File: config.mk
export PLATFORM = sky130hd
export DESIGN_NAME = div_phase_align
export DESIGN_NICKNAME = d
export VERILOG_FILES = /design/src/rtl/dpa_pkg.sv /design/src/rtl/dpa_req_merge.sv /design/src/rtl/dpa_restart_seq.sv /design/src/rtl/dpa_chan_div.sv /design/src/rtl/div_phase_align.sv
export SDC_FILE = /design/constraint.sdc
export NUM_CORES = 1
export LEC_CHECK = 0
export ABC_AREA = 0
export ABC_CLOCK_PERIOD_IN_PS = 2700
export BUFFER_PORTS_ARGS = -buffer_cell sky130_fd_sc_hd__buf_2
export CORE_ASPECT_RATIO = 0.8
export CORE_MARGIN = 8
export CORE_UTILIZATION = 47
export CTS_BUF_LIST = sky130_fd_sc_hd__clkbuf_4
export DETAILED_ROUTE_END_ITERATION = 7
export GPL_TIMING_DRIVEN = 0
export PLACE_DENSITY = 0.67
export RECOVER_POWER = 100
export SLEW_MARGIN = 15
export SYNTH_ARGS = -nofsm -noshare
export SYNTH_HDL_FRONTEND = slang
export SYNTH_SLANG_ARGS = --single-unit
File: constraint.sdc
create_clock -name clk -period 2.7 [get_ports clk]
set_clock_uncertainty 0.1 [all_clocks]
set_input_delay 0.135 -clock clk [delete_from_list [all_inputs] [get_ports clk]]
set_output_delay 0.135 -clock clk [all_outputs]
set_load 0.1 [all_outputs]
File: src/rtl/dpa_pkg.sv
// Shared definitions for the divider phase-alignment block.
// Assumes: a single fast clock domain; all selects are 2-bit codes.
package dpa_pkg;
    typedef enum logic [1:0] {
        ST_HOLD  = 2'd0,
        ST_COUNT = 2'd1,
        ST_EXTRA = 2'd2,
        ST_RUN   = 2'd3
    } seq_state_t;

    localparam logic [1:0] SEL_SOFT_SYNC = 2'd0;
    localparam logic [1:0] SEL_SOFT_RST  = 2'd1;
    localparam logic [1:0] SEL_DIST_PD   = 2'd2;
    localparam logic [1:0] SEL_UPDATE    = 2'd3;
endpackage

File: src/rtl/dpa_req_merge.sv
// Merges every sync source into one request.
// Assumes: the pins are asynchronous and pass through STAGES flops each;
// cal_busy and the write port are already synchronous to clk.
module dpa_req_merge
    import dpa_pkg::*;
#(
    parameter int STAGES = 2
) (
    input  logic       clk,
    input  logic       rst_n,
    input  logic       sync_pin_n,
    input  logic       pd_pin_n,
    input  logic       cal_busy,
    input  logic       wr_en,
    input  logic [1:0] wr_sel,
    input  logic       wr_bit,
    output logic       req,
    output logic       soft_live
);
    localparam int NPIN = 2;

    logic [NPIN-1:0] pin_raw;
    logic [NPIN-1:0] pin_sync;
    logic            soft_shadow;
    logic            soft_rst;
    logic            dist_pd;

    assign pin_raw = {pd_pin_n, sync_pin_n};

    for (genvar gi = 0; gi < NPIN; gi++) begin : g_pin
        logic [STAGES-1:0] chain;
        // Purpose: resynchronise one active-low pin; resets to the inactive level.
        always_ff @(posedge clk) begin
            if (!rst_n) chain <= '1;
            else        chain <= {chain[STAGES-2:0], pin_raw[gi]};
        end
        assign pin_sync[gi] = chain[STAGES-1];
    end

    // Purpose: hold the soft-control bits and copy the shadow into the live bit on update.
    always_ff @(posedge clk) begin
        if (!rst_n) begin
            soft_shadow <= 1'b0;
            soft_live   <= 1'b0;
            soft_rst    <= 1'b0;
            dist_pd     <= 1'b0;
        end else if (wr_en) begin
            unique case (wr_sel)
                SEL_SOFT_SYNC: soft_shadow <= wr_bit;
                SEL_SOFT_RST:  soft_rst    <= wr_bit;
                SEL_DIST_PD:   dist_pd     <= wr_bit;
                SEL_UPDATE:    soft_live   <= soft_shadow;
                default:       ;
            endcase
        end
    end

    assign req = ~&pin_sync | soft_live | soft_rst | dist_pd | cal_busy;
endmodule

File: src/rtl/dpa_restart_seq.sv
// Prescaler enable and restart sequencer.
// Assumes: req is synchronous; a ratio of 0 means 1. The prescaler phase is
// cleared in HOLD and EXTRA, so every channel period starts cleanly in RUN.
module dpa_restart_seq
    import dpa_pkg::*;
#(
    parameter int LAT_TICKS = 14,
    parameter int PRE_W     = 3
) (
    input  logic             clk,
    input  logic             rst_n,
    input  logic             req,
    input  logic             pre_use,
    input  logic [PRE_W-1:0] pre_ratio,
    output logic             tick,
    output logic             run,
    output logic             busy
);
    localparam int LW = $clog2(LAT_TICKS + 1);

    seq_state_t       state;
    logic [LW-1:0]    lat_cnt;
    logic [PRE_W-1:0] pc;
    logic [PRE_W-1:0] eff_m1;

    assign eff_m1 = (pre_ratio == '0) ? '0 : pre_ratio - 1'b1;
    assign tick   = pre_use ? (pc == eff_m1) : 1'b1;
    assign run    = (state == ST_RUN);
    assign busy   = ~run;

    // Purpose: run the prescaler counter only while counting down or running.
    always_ff @(posedge clk) begin
        if (!rst_n)                                   pc <= '0;
        else if (state == ST_HOLD || state == ST_EXTRA) pc <= '0;
        else if (pre_use)                             pc <= tick ? '0 : pc + 1'b1;
    end

    // Purpose: hold on request, count the restart latency, then release the channels.
    always_ff @(posedge clk) begin
        if (!rst_n) begin
            state   <= ST_HOLD;
            lat_cnt <= '0;
        end else if (req) begin
            state   <= ST_HOLD;
            lat_cnt <= '0;
        end else begin
            unique case (state)
                ST_HOLD: begin
                    state   <= ST_COUNT;
                    lat_cnt <= '0;
                end
                ST_COUNT: if (tick) begin
                    if (lat_cnt == LW'(LAT_TICKS - 1)) state <= ST_EXTRA;
                    else                               lat_cnt <= lat_cnt + 1'b1;
                end
                ST_EXTRA: if (pre_use || tick) state <= ST_RUN;
                ST_RUN:   ;
                default:  state <= ST_HOLD;
            endcase
        end
    end
endmodule

File: src/rtl/dpa_chan_div.sv
// One channel divider running on a clock enable.
// Assumes: the counter sits at zero whenever run is low; the ratio is encoded
// as N-1; the high time is max(1, floor(N/2)) ticks, starting at count zero.
module dpa_chan_div #(
    parameter int RW = 5
) (
    input  logic          clk,
    input  logic          rst_n,
    input  logic          run,
    input  logic          en,
    input  logic [RW-1:0] ratio_m1,
    output logic          clk_out
);
    logic [RW-1:0] cnt;
    logic [RW:0]   n_full;
    logic [RW:0]   hi_raw;
    logic [RW:0]   hi_cnt;

    assign n_full = {1'b0, ratio_m1} + 1'b1;
    assign hi_raw = n_full >> 1;
    assign hi_cnt = (hi_raw == '0) ? (RW+1)'(1) : hi_raw;

    // Purpose: step the channel count on each enabled tick, wrapping at N-1.
    always_ff @(posedge clk) begin
        if (!rst_n || !run)       cnt <= '0;
        else if (en)              cnt <= (cnt >= ratio_m1) ? '0 : cnt + 1'b1;
    end

    assign clk_out = run && ({1'b0, cnt} < hi_cnt);
endmodule

File: src/rtl/div_phase_align.sv
// Top of the divider phase-alignment block: the request merge, the restart
// sequencer and N_CH channel dividers that share one enable.
// Assumes: one fast clock; the ratios change only while the outputs are held.
module div_phase_align #(
    parameter int N_CH        = 4,
    parameter int RW          = 5,
    parameter int PRE_W       = 3,
    parameter int LAT_TICKS   = 14,
    parameter int SYNC_STAGES = 2
) (
    input  logic              clk,
    input  logic              rst_n,
    input  logic              sync_pin_n,
    input  logic              pd_pin_n,
    input  logic              cal_busy,
    input  logic              wr_en,
    input  logic [1:0]        wr_sel,
    input  logic              wr_bit,
    input  logic              pre_use,
    input  logic [PRE_W-1:0]  pre_ratio,
    input  logic [N_CH*RW-1:0] div_ratio,
    output logic [N_CH-1:0]   ch_out,
    output logic              sync_busy
);
    logic sync_req;
    logic soft_live;
    logic tick;
    logic run;

    dpa_req_merge #(.STAGES(SYNC_STAGES)) u_merge (
        .clk(clk), .rst_n(rst_n), .sync_pin_n(sync_pin_n), .pd_pin_n(pd_pin_n),
        .cal_busy(cal_busy), .wr_en(wr_en), .wr_sel(wr_sel), .wr_bit(wr_bit),
        .req(sync_req), .soft_live(soft_live)
    );

    dpa_restart_seq #(.LAT_TICKS(LAT_TICKS), .PRE_W(PRE_W)) u_seq (
        .clk(clk), .rst_n(rst_n), .req(sync_req), .pre_use(pre_use),
        .pre_ratio(pre_ratio), .tick(tick), .run(run), .busy(sync_busy)
    );

    for (genvar ci = 0; ci < N_CH; ci++) begin : g_ch
        dpa_chan_div #(.RW(RW)) u_div (
            .clk(clk), .rst_n(rst_n), .run(run), .en(tick),
            .ratio_m1(div_ratio[ci*RW +: RW]), .clk_out(ch_out[ci])
        );
    end
endmodule

==> impl_results.md, run 1 <==
* DRT Pass-1 Iters at 4
* TritonCTS buffer count at 5
* Diode count at 0
* Yosys top cell by area: dfxtp_1
* Peak supply drop at 358.7 uV
* Worst r2r src: u_seq.pc[0]
* Cell with the most instances after synthesis: ha_1
* Port Buffers at 36
* Total number of vias at 2657
* Layout Utilization at 0.5395
* Hold path start: pre_use
* CTS tree: built
* Commonest cells in the synthesized netlist: ha_1, nor2_1, dfxtp_1, nand2_1, a21oi_1
* Cell breakdown of the critical path: buf_2, ha_1, or2_2, o21ai_0, a31oi_1, o21ai_0, a211oi_1, a2111oi_0, buf_4, clkbuf_2
* Chip width at 105.4 um
* Reg clk slew, reported paths at 110 ps
* CP startpoint kind: primary input
* Worst hold path type: in -> reg
* Final Critical Period at 2449 ps
* Count of final hold-check violations at 0
* Top_reg_cell synth: dfxtp_1
* TNS Setup at 0 ps
* CP Max Fanout at 4
* Std-Cell Rows at 26
* Clock Sink Count at 37
* Worst Setup End Kind: output pin
* Asr flop ratio synth at 0
* Max Cap Viol at 0
* Setup bufs post-CTS at 0
* Worst-case hold path end point: u_seq.pc[0]
* Syn. warnings at 0
* Post-route DRC at 0
* Worst Path Buf+Inv at 3
* Top post-synthesis cells by area: dfxtp_1, ha_1, a21oi_1, nor2_1, o21ai_0
* Worst Reg-to-Reg Cells at 8
* Seq cells post-synth at 37
* IO Pins at 38
* Largest net degree at the start of global routing at 13
* Share of layout cells above drive strength 1 at 0.1204
* Gpl congestion at 0.8433
* Syn-to-layout area delta at 12.74%
* Final WL at 6120 um
* Initial Utilization at 0.4785
* Number of enable flip-flop cells after synthesis at 0
* Critical Path Max Stage Delay at 440 ps
* Sequential fraction of the synthesis area at 0.2466
* Cells on Worst Hold Path at 3
* Fillers at 595
* Root Buffer: clkbuf_4
* Final setup vio count at 0
* Initial antenna violation count at 0
* Required @ worst endpoint at 2470 ps
* Die Span Y at 87.51 um
* Syn Inst Count at 385
* Peak Freq at 408.3 MHz
* FF-to-FF End: g_ch[1].u_div.cnt[0]
* Mapped Nets at 472
* Pwr/cell area at 339.2 nW/um^2
* RSZ-0062 raised after global routing: no
* Least-Margin Pin Slew at 1161 ps
* Post-DP HPWL at 4788 um
* Final #Nets at 518
* Kind of critical path: in -> out
* Most frequent CP cell: o21ai_0
* Vias in the first global route at 2508
* Max clock buf depth at 2
* Htree depth at 2
* Post-Layout Cell Count at 516
* First-pass GRT wire length at 10870 um
* Via/cell ratio at 5.149
* Reg2reg setup slack at 330 ps
* Starting DRT DRC Count at 93
* CP Data Arrival Time at 2210 ps
* Post-route ant nets at 0
* Avg WL per Cell at 11.86 um
* CP max stage cell: clkbuf_2
* Placed instance count at 505
* Top-area cell type share of the netlist area at 0.2466
* CP delay by family, top: compound AO/OA/AOI/OAI gates
* Grt total ovfl at 0
* Mapped Avg Cell Area at 7.803 sq um
* Die area at 9222 sq um
* Max-slew violations at 0
* Final Cycle Share at 0.9071
* Gr usage total at 0.1401
* Post-synthesis cell type count at 40
* Cell area after synthesis at 3004 sq um
* Leakage power at 0.001498 uW
* Worst-Skew Late Latency at 350 ps
* CORE AREA at 6279 sq um
* Status: completed
* Max_slew headroom at 0.2291
[layout make-up]
cell class / count / area [sq um] / share of cell area
buffer: 13 / 63.81 / 0.01884
clock buffer: 5 / 37.54 / 0.01108
clock inverter: 3 / 41.29 / 0.01219
inverter: 29 / 108.9 / 0.03214
multi-input combinational: 306 / 2082 / 0.6147
sequential: 37 / 740.7 / 0.2187
tap: 84 / 105.1 / 0.03103
timing repair buffer: 39 / 207.7 / 0.06132
[layer usage]
metal	part of all wire	global-route usage	vias up
met2	0.44	0.2248	42
met4	0.0078	0.03488	0
met1	0.51	0.1770	1188
met5	0	0	-
li1	-	-	1423
met3	0.048	0.04660	4
[how the worst max path moves through the flow]
stage | from | to | slack, ps | cells past startpoint
final | div_ratio[0] | ch_out[0] | 250 | 10
after global routing | g_ch[0].u_div.cnt[1] | ch_out[0] | 50 | 6
after CTS | div_ratio[0] | ch_out[0] | 250 | 10
after detailed placement | pre_ratio[1] | g_ch[0].u_div.cnt[2] | 230 | 11
after global placement | div_ratio[5] | ch_out[1] | 290 | 10
after floorplan | u_seq.state[0] | ch_out[0] | 720 | 4
[placed cells by master, fill, tap and decap left out, drive strengths merged]
cell type    instances
nand2b               9
or4                  1
and3                 1
a31oi                8
clkbuf              19
a21o                 4
clkinv               1
or3                  3
dfxtp               37
a32oi                1
xnor2               14
ha                  54
or2                  5
o31a                 1
o22ai                1
nand2               35
nand4                4
nor3                 5
mux2i                5
clkinvlp             1
inv                 29
a211oi               3
nor2b               15
a2111oi              3
mux2                 1
a21oi               32
bufinv               1
buf                 35
a211o                2
and2                 4
nand3               17
nand3b               5
o31ai                1
or3b                 1
nor2                38
nand4b               1
nor3b                5
o21ai               27
dlygate4sd3          3
[logic make-up after synthesis]
group | Yosys count | synth area share
adder cells (fa/ha/maj) | 54 | 0.2249
buffers and inverters | 42 | 0.06039
multiplexers | 6 | 0.02041
AO/OA/AOI/OAI | 83 | 0.1587
XOR/XNOR | 14 | 0.04082
flip-flops | 37 | 0.2466
AND/OR/NAND/NOR | 149 | 0.2482
[power breakdown]
group / internal [uW] / switching (uW) / total (uW) / leakage (uW)
sequential: 552 / 4.04 / 556 / 0.000299
clock: 192 / 189 / 381 / 0.0000389
combinational: 90.8 / 121 / 211 / 0.00116
total: 835 / 314 / 1150 / 0.00150
[metrics by stage]
step	power, uW	hold slack (ps)	setup slack [ps]	cell area (sq um)
after global routing	1223	4.491	54.97	3387
after detailed placement	779.7	221.0	229.6	3289
after global placement	774.3	220.2	292.2	3289
after CTS	1165	4.341	254.1	3398
final	1149	20.32	250.9	3387
after floorplan	712.1	136.5	722.1	3004
[state kept, by name, summed over array words and instances, names as in the netlist, 2 cells and up]
register,flops
g_ch.u_div.cnt,20
u_merge.g_pin.chain,4
u_seq.lat_cnt,4
u_seq.pc,3
u_seq.state,2
[worst register-to-register path, stage by stage, from the launching register on]
cell	delay [ps]
dfxtp_1	350
or3_1	370
nand3_1	130
o31a_1	140
clkbuf_1	330
clkbuf_1	410
nor2_1	180
a21oi_1	200
nor2_1	50
[repair_timing]
| action | in CTS | in global routing |
|---|---|---|
| setup endpoints to repair | 0 | 0 |
| hold buffers | 3 | 0 |
| resized for setup | 0 | 0 |
| endpoints found under the hold margin | 5 | 0 |
Power figures use the tool's default switching activity.
==> inputs of run 2 (changes only) <==
--- a/config.mk
+++ b/config.mk
@@ -5,7 +5,7 @@
 export SDC_FILE = /design/constraint.sdc
 export NUM_CORES = 1
 export LEC_CHECK = 0
-export ABC_AREA = 0
+export ABC_AREA = 1
 export ABC_CLOCK_PERIOD_IN_PS = 2700
 export BUFFER_PORTS_ARGS = -buffer_cell sky130_fd_sc_hd__buf_2
 export CORE_ASPECT_RATIO = 0.8
@@ -14,7 +14,7 @@
 export CTS_BUF_LIST = sky130_fd_sc_hd__clkbuf_4
 export DETAILED_ROUTE_END_ITERATION = 7
 export GPL_TIMING_DRIVEN = 0
-export PLACE_DENSITY = 0.67
+export PLACE_DENSITY = 0.66
 export RECOVER_POWER = 100
 export SLEW_MARGIN = 15
 export SYNTH_ARGS = -nofsm -noshare
==> impl_results.md, run 2 <==
* Peak supply drop at 257.7 uV (-28%)
* Vias in the first global route at 2728 (+8.8%)
* Cell area after synthesis at 3253 sq um (+8.3%)
* Busiest layer in global routing: met2
* Yosys top cell by area: dfxtp_1
* Final setup vio count at 0 (unchanged)
* Top post-synthesis cells by area: dfxtp_1, ha_1, nand2_1, inv_1, a21oi_1
* Initial antenna violation count at 0 (unchanged)
* Switch Pwr at 331.4 uW (+5.6%)
* Die area at 9856 sq um (+6.9%)
* Worst hold path type: in -> reg
* Final Cycle Share at 0.8729 (-0.03418)
* Final #Nets at 599 (+16%)
* Max-slew violations at 0 (unchanged)
* Count of final hold-check violations at 0 (unchanged)
* Via/cell ratio at 4.915 (-4.5%)
* Initial Utilization at 0.4791 (+0.0006087)
* Asr flop ratio synth at 0 (unchanged)
* Final WL at 6600 um (+7.8%)
* Sequential fraction of the synthesis area at 0.2277 (-0.01887)
* Port Buffers at 37 (+2.8%)
* Max Cap Viol at 0 (unchanged)
* CP Max Fanout at 5 (+1)
* Worst Setup End Kind: output pin
* Commonest cells in the synthesized netlist: nand2_1, inv_1, ha_1, dfxtp_1, nor2_1
* Gr usage total at 0.1386 (-0.001555)
* Leakage power at 0.001821 uW (+22%)
* Gpl congestion at 0.8094 (-4.0%)
* Reg clk slew, reported paths at 110 ps (about the same)
* Least-Margin Pin Slew at 1160 ps (-1.117 ps)
* TritonCTS buffer count at 5 (unchanged)
* Post-synthesis cell type count at 31 (-23%)
* Switch share at 0.3055 (+0.03227)
* Kind of critical path: reg -> out
* Most common cell after layout, fill and taps aside: nand2_1
* Largest net degree at the start of global routing at 12 (-1)
* Status: completed
* Die Span Y at 90.41 um (+3.3%)
* TNS Setup at 0 ps (unchanged)
* CP startpoint kind: register
* Peak Freq at 424.3 MHz (+3.9%)
* Top-area cell type share of the netlist area at 0.2277 (-0.01887)
* Pwr/cell area at 303.1 nW/um^2 (-11%)
* Seq cells post-synth at 37 (unchanged)
* Mapped Nets at 550 (+17%)
* Htree depth at 2 (unchanged)
* Clock Sink Count at 37 (unchanged)
* Syn-to-layout area delta at 10.00%
* CTS tree: built
* Most flop-heavy register: g_ch.u_div.cnt
* CP Data Arrival Time at 2120 ps (-90 ps)
* Required @ worst endpoint at 2470 ps (about the same)
* Worst-Skew Late Latency at 330 ps (-20 ps)
* Mapped Avg Cell Area at 7.026 sq um (-10%)
* Starting DRT DRC Count at 97 (+4.3%)
* Root Buffer: clkbuf_4
* Number of enable flip-flop cells after synthesis at 0 (unchanged)
* Syn Inst Count at 463 (+20%)
* Total number of vias at 2949 (+11%)
* Top_reg_cell synth: dfxtp_1
* P_int at 753.2 uW (-9.8%)
* Met1 global-route usage at 0.1863 (+0.009395)
* CP startpoint: u_seq.state[0]
* RSZ-0062 raised after global routing: no
* Largest regs: g_ch.u_div.cnt x20, u_merge.g_pin.chain x4, u_seq.lat_cnt x4
* CORE AREA at 6790 sq um (+8.2%)
* Post-route ant nets at 0 (unchanged)
* Hold path start: wr_sel[1]
* Comb pwr share at 0.217 (+0.033)
* First-pass GRT wire length at 11610 um (+6.8%)
* Post-route DRC at 0 (unchanged)
* Hold slack at 38.37 ps (+18.05 ps)
* Grt total ovfl at 0 (unchanged)
* Cell with the most instances after synthesis: nand2_1
* Worst r2r src: u_seq.pc[0]
* Max reg flops at 20 (unchanged)
* Final Critical Period at 2357 ps (-92.28 ps)
* Clk network pwr share at 0.269 (-0.063)
* Diode count at 0 (unchanged)
* IO Pins at 38 (unchanged)
* Syn. warnings at 0 (unchanged)
* Chip width at 109.0 um (+3.4%)
* Max_slew headroom at 0.2299 (+0.0007410)
* Commonest non-fill, non-tap cells in the layout: nand2_1, inv_1, ha_1, nor2_1, dfxtp_1
* M2 GR Usage at 0.2139 (-0.01083)
* Met3 Track Usage GR at 0.03352 (-0.01307)
* Setup bufs post-CTS at 0 (unchanged)
* Post-DP HPWL at 5320 um (+11%)
* Cell breakdown of the critical path: ha_1, inv_1, a211oi_1, nand2_1, a21oi_1, buf_4, clkbuf_2
* Max clock buf depth at 2 (unchanged)
* Sequential share of power at 0.514 (+0.030)
* DRT Pass-1 Iters at 4 (unchanged)
* Critical Path Max Stage Delay at 440 ps (about the same)
* CP max stage cell: clkbuf_2
* Avg WL per Cell at 11.00 um (-7.3%)
* Std-Cell Rows at 27 (+3.8%)
* Share of layout cells above drive strength 1 at 0.1189 (-0.001462)
==> run 2: cell count changes in the layout (fill, tap and decap cells not counted), moves of 5 or more <==
cell	before	now
xnor2_1	14	0
nand2b_1	9	0
nand3_1	17	28
a31oi_1	8	3
xor2_1	0	15
mux2i_1	5	0
nand3b_1	5	0
nand2_1	35	107
nand4_1	4	15
inv_1	29	77
nor2b_1	15	0
o21ai_0	27	4
==> run 2: logic make-up after synthesis <==
family,synth area share
buffers and inverters,0.1073
AND/OR/NAND/NOR,0.3185
adder cells (fa/ha/maj),0.2077
AO/OA/AOI/OAI,0.09847
XOR/XNOR,0.04039
flip-flops,0.2277
==> run 2: metrics by stage <==
stage / power [uW] / util / cell area [sq um] / worst slack [ps] / instances
finish: 1085 / 0.5270 / 3578 / 343.1 / 600
global route: 1158 / 0.5270 / 3578 / 141.6 / 600
CTS: 1111 / 0.5379 / 3652 / 364.5 / 600
detailed placement: 812.7 / 0.5224 / 3547 / 505.8 / 587
global placement: 805.6 / 0.5224 / 3547 / 537.9 / 587
floorplan: 735.5 / - / 3253 / 718.3 / 463
==> run 2: power groups by stage <==
stage          registers (uW)  logic (uW)  clock network (uW)
3_5_place_dp              570         243                   0
5_1_grt                   559         275                 324
6_report                  558         235                 292
3_3_place_gp              570         236                   0
4_1_cts                   558         249                 304
2_1_floorplan             569         167                   0
==> run 2: path summary, 6_finish.rpt <==
kind,endpoint,slack (ps),depth (start not counted)
hold reg to reg,u_merge.g_pin[1].chain[1],330,1
setup / recovery,ch_out[0],340,7
setup reg to reg,g_ch[1].u_div.cnt[0],400,10
hold / removal,u_merge.soft_shadow,40,3
==> run 2: repair_timing <==
item / 4_1_cts / 5_1_grt
resized for setup: 0 / 0
setup endpoints to repair: 0 / 0
hold buffers: 5 / 0
endpoints found under the hold margin: 4 / 0
==> run 2: worst max-delay path, delay by kind of cell, from the launching register on <==
| family | cells | cell delay [ps] |
|---|---|---|
| adders and majority gates | 1 | 210 |
| DFF | 1 | 430 |
| buffers and inverters | 3 | 710 |
| and+or+nand+nor | 1 | 80 |
| AOI/OAI and AO/OA | 2 | 360 |
==> run 2: metal layers <==
metal	vias to the layer above	wire length (um)
met4	0	64
met5	-	0
li1	1614	-
met1	1281	3421
met2	50	2779
met3	4	334
==> run 2: layout make-up <==
cell class	instances	area [sq um]
Buffer	7	41.29
Clock buffer	6	45.04
Clock inverter	2	10.01
Fill cell	696	3212
Inverter	77	289.0
Multi-Input combinational cell	342	2112
Sequential cell	37	740.7
Tap cell	87	108.9
Timing Repair Buffer	42	231.5
==> inputs of run 3 (changes only) <==
--- a/config.mk
+++ b/config.mk
@@ -10,11 +10,10 @@
 export BUFFER_PORTS_ARGS = -buffer_cell sky130_fd_sc_hd__buf_2
 export CORE_ASPECT_RATIO = 0.8
 export CORE_MARGIN = 8
-export CORE_UTILIZATION = 47
+export CORE_UTILIZATION = 32
 export CTS_BUF_LIST = sky130_fd_sc_hd__clkbuf_4
 export DETAILED_ROUTE_END_ITERATION = 7
 export GPL_TIMING_DRIVEN = 0
-export PLACE_DENSITY = 0.66
 export RECOVER_POWER = 100
 export SLEW_MARGIN = 15
 export SYNTH_ARGS = -nofsm -noshare
==> impl_results.md, run 3 (synthesis results as in run 2) <==
* Kind of critical path: reg -> out
* Setup bufs post-CTS at 0 (unchanged)
* Diode count at 0 (unchanged)
* Vias in the first global route at 2946 (+8.0%)
* Worst-Skew Late Latency at 340 ps (about the same)
* Worst Setup End Kind: output pin
* Std-Cell Rows at 33 (+22%)
* Share of layout cells above drive strength 1 at 0.1248 (+0.005848)
* CP Data Arrival Time at 2150 ps (+30 ps)
* Cell breakdown of the critical path: ha_1, inv_1, a211oi_1, nand2_1, a21oi_1, buf_4, clkbuf_2
* Final WL at 6657 um (+0.86%)
* Final Critical Period at 2389 ps (+32.29 ps)
* Commonest non-fill, non-tap cells in the layout: nand2_1, inv_1, ha_1, nor2_1, dfxtp_1
* Max reg flops at 20 (unchanged)
* Die Span Y at 106.2 um (+17%)
* Most flop-heavy register: g_ch.u_div.cnt
* Max_slew headroom at 0.2279 (-0.002001)
* Peak supply drop at 226.5 uV (-12%)
* Worst hold path type: in -> reg
* Required @ worst endpoint at 2470 ps (about the same)
* TritonCTS buffer count at 5 (unchanged)
* CP startpoint kind: register
* TNS Setup at 0 ps (unchanged)
* Worst r2r src: u_seq.pc[0]
* Placed cell areas at 3613 sq um (+1.9%)
* CTS tree: built
* Chip width at 128.7 um (+18%)
* Syn-to-layout area delta at 12.96%
* Largest regs: g_ch.u_div.cnt x20, u_merge.g_pin.chain x4, u_seq.lat_cnt x4
* Most common cell after layout, fill and taps aside: nand2_1
* Reg clk slew, reported paths at 120 ps (about the same)
* RSZ-0062 raised after global routing: no
* Via/cell ratio at 4.531 (-7.8%)
* Gr usage total at 0.1031 (-0.03551)
* Final Cycle Share at 0.8849 (+0.01196)
* CORE AREA at 10070 sq um (+48%)
* IO Pins at 38 (unchanged)
* Post-route ant nets at 0 (unchanged)
* Initial antenna violation count at 0 (unchanged)
* Count of final hold-check violations at 0 (unchanged)
* Pwr/cell area at 321.4 nW/um^2 (+6.1%)
* Final setup vio count at 0 (unchanged)
* Max clock buf depth at 2 (unchanged)
* Least-Margin Pin Slew at 1163 ps (+3.015 ps)
* DRT Pass-1 Iters at 4 (unchanged)
* CP startpoint: u_seq.state[0]
* Finished Cell Area at 3675 sq um (+2.7%)
* Gpl congestion at 0.7760 (-4.1%)
* Clock Sink Count at 37 (unchanged)
* Starting DRT DRC Count at 72 (-26%)
* Max-slew violations at 0 (unchanged)
* Root Buffer: clkbuf_4
* Largest net degree at the start of global routing at 13 (+1)
* CP max stage cell: clkbuf_2
* CTS-repair resized insts at 0 (unchanged)
* Htree depth at 2 (unchanged)
* Peak Freq at 418.6 MHz (-1.4%)
* Port Buffers at 37 (unchanged)
* Critical Path Max Stage Delay at 440 ps (about the same)
* First-pass GRT wire length at 12060 um (+3.9%)
* Post-route DRC at 0 (unchanged)
* Post-DP HPWL at 5506 um (+3.5%)
* Die area at 13670 sq um (+39%)
* Status: completed
* CP Max Fanout at 5 (unchanged)
* Max Cap Viol at 0 (unchanged)
* Hold path start: wr_sel[1]
* Initial Utilization at 0.3229 (-0.1562)
* Total number of vias at 2959 (+0.34%)
* Final #Nets at 599 (unchanged)
* Leakage power at 0.001842 uW (+1.1%)
* Avg WL per Cell at 10.19 um (-7.3%)
* Grt total ovfl at 0 (unchanged)
-- run 3: changes by cell type in the layout (fill, tap and decap cells not counted), sizes merged --
cell	change
buf	+2
clkinv	-1
clkbuf	-2
bufinv	+1
-- run 3: path summary, 6_finish.rpt --
kind,slack [ps],to,depth (start not counted)
setup / recovery,310,ch_out[1],7
setup reg to reg,520,g_ch[3].u_div.cnt[3],10
hold / removal,20,u_merge.soft_shadow,3
hold reg to reg,330,u_merge.g_pin[1].chain[1],1
-- run 3: metrics by stage --
step	hold WS, ps	worst slack (ps)	util	cells	power [uW]
after floorplan	141.6	718.3	-	463	735.5
after global placement	219.7	525.3	0.3587	640	806.2
after detailed placement	223.8	500.8	0.3587	640	812.8
after CTS	10.27	290.8	0.3720	653	1213
after global routing	22.11	119.1	0.3648	653	1264
final	20.58	310.8	0.3648	653	1181
-- run 3: cell type report --
cell class	count	area, sq um
Sequential cell	37	740.7
Timing Repair Buffer	42	232.7
Clock buffer	6	45.04
Fill cell	1098	6400
Buffer	7	45.04
Inverter	77	289.0
Multi-Input combinational cell	342	2108
Clock inverter	2	38.79
Tap cell	140	175.2
-- run 3: layer usage --
| metal | track usage | vias to the layer above | part of all wire |
|---|---|---|---|
| met3 | 0.02951 | 2 | 0.050 |
| met5 | 0 | - | 0 |
| li1 | - | 1617 | - |
| met4 | 0.01841 | 0 | 0.0023 |
| met1 | 0.1228 | 1301 | 0.49 |
| met2 | 0.1813 | 39 | 0.46 |
-- run 3: worst max-delay path, delay by kind of cell, from the launching register on --
family	cells	cell delay, ps
AND/OR/NAND/NOR	1	80
adder cells (fa/ha/maj)	1	240
AO/OA/AOI/OAI	2	350
buffers and inverters	3	720
flip-flops	1	430
-- run 3: timing repair --
item                       CTS  global route
setup endpoints to repair    0             0
hold endpoints to repair     5             0
hold buffers                 5             0
-- run 3: report_power, final --
part           internal (uW)  switching (uW)  leakage, uW
registers                553            4.24     0.000300
clock network            207             183    0.0000459
logic                   90.6             142      0.00150
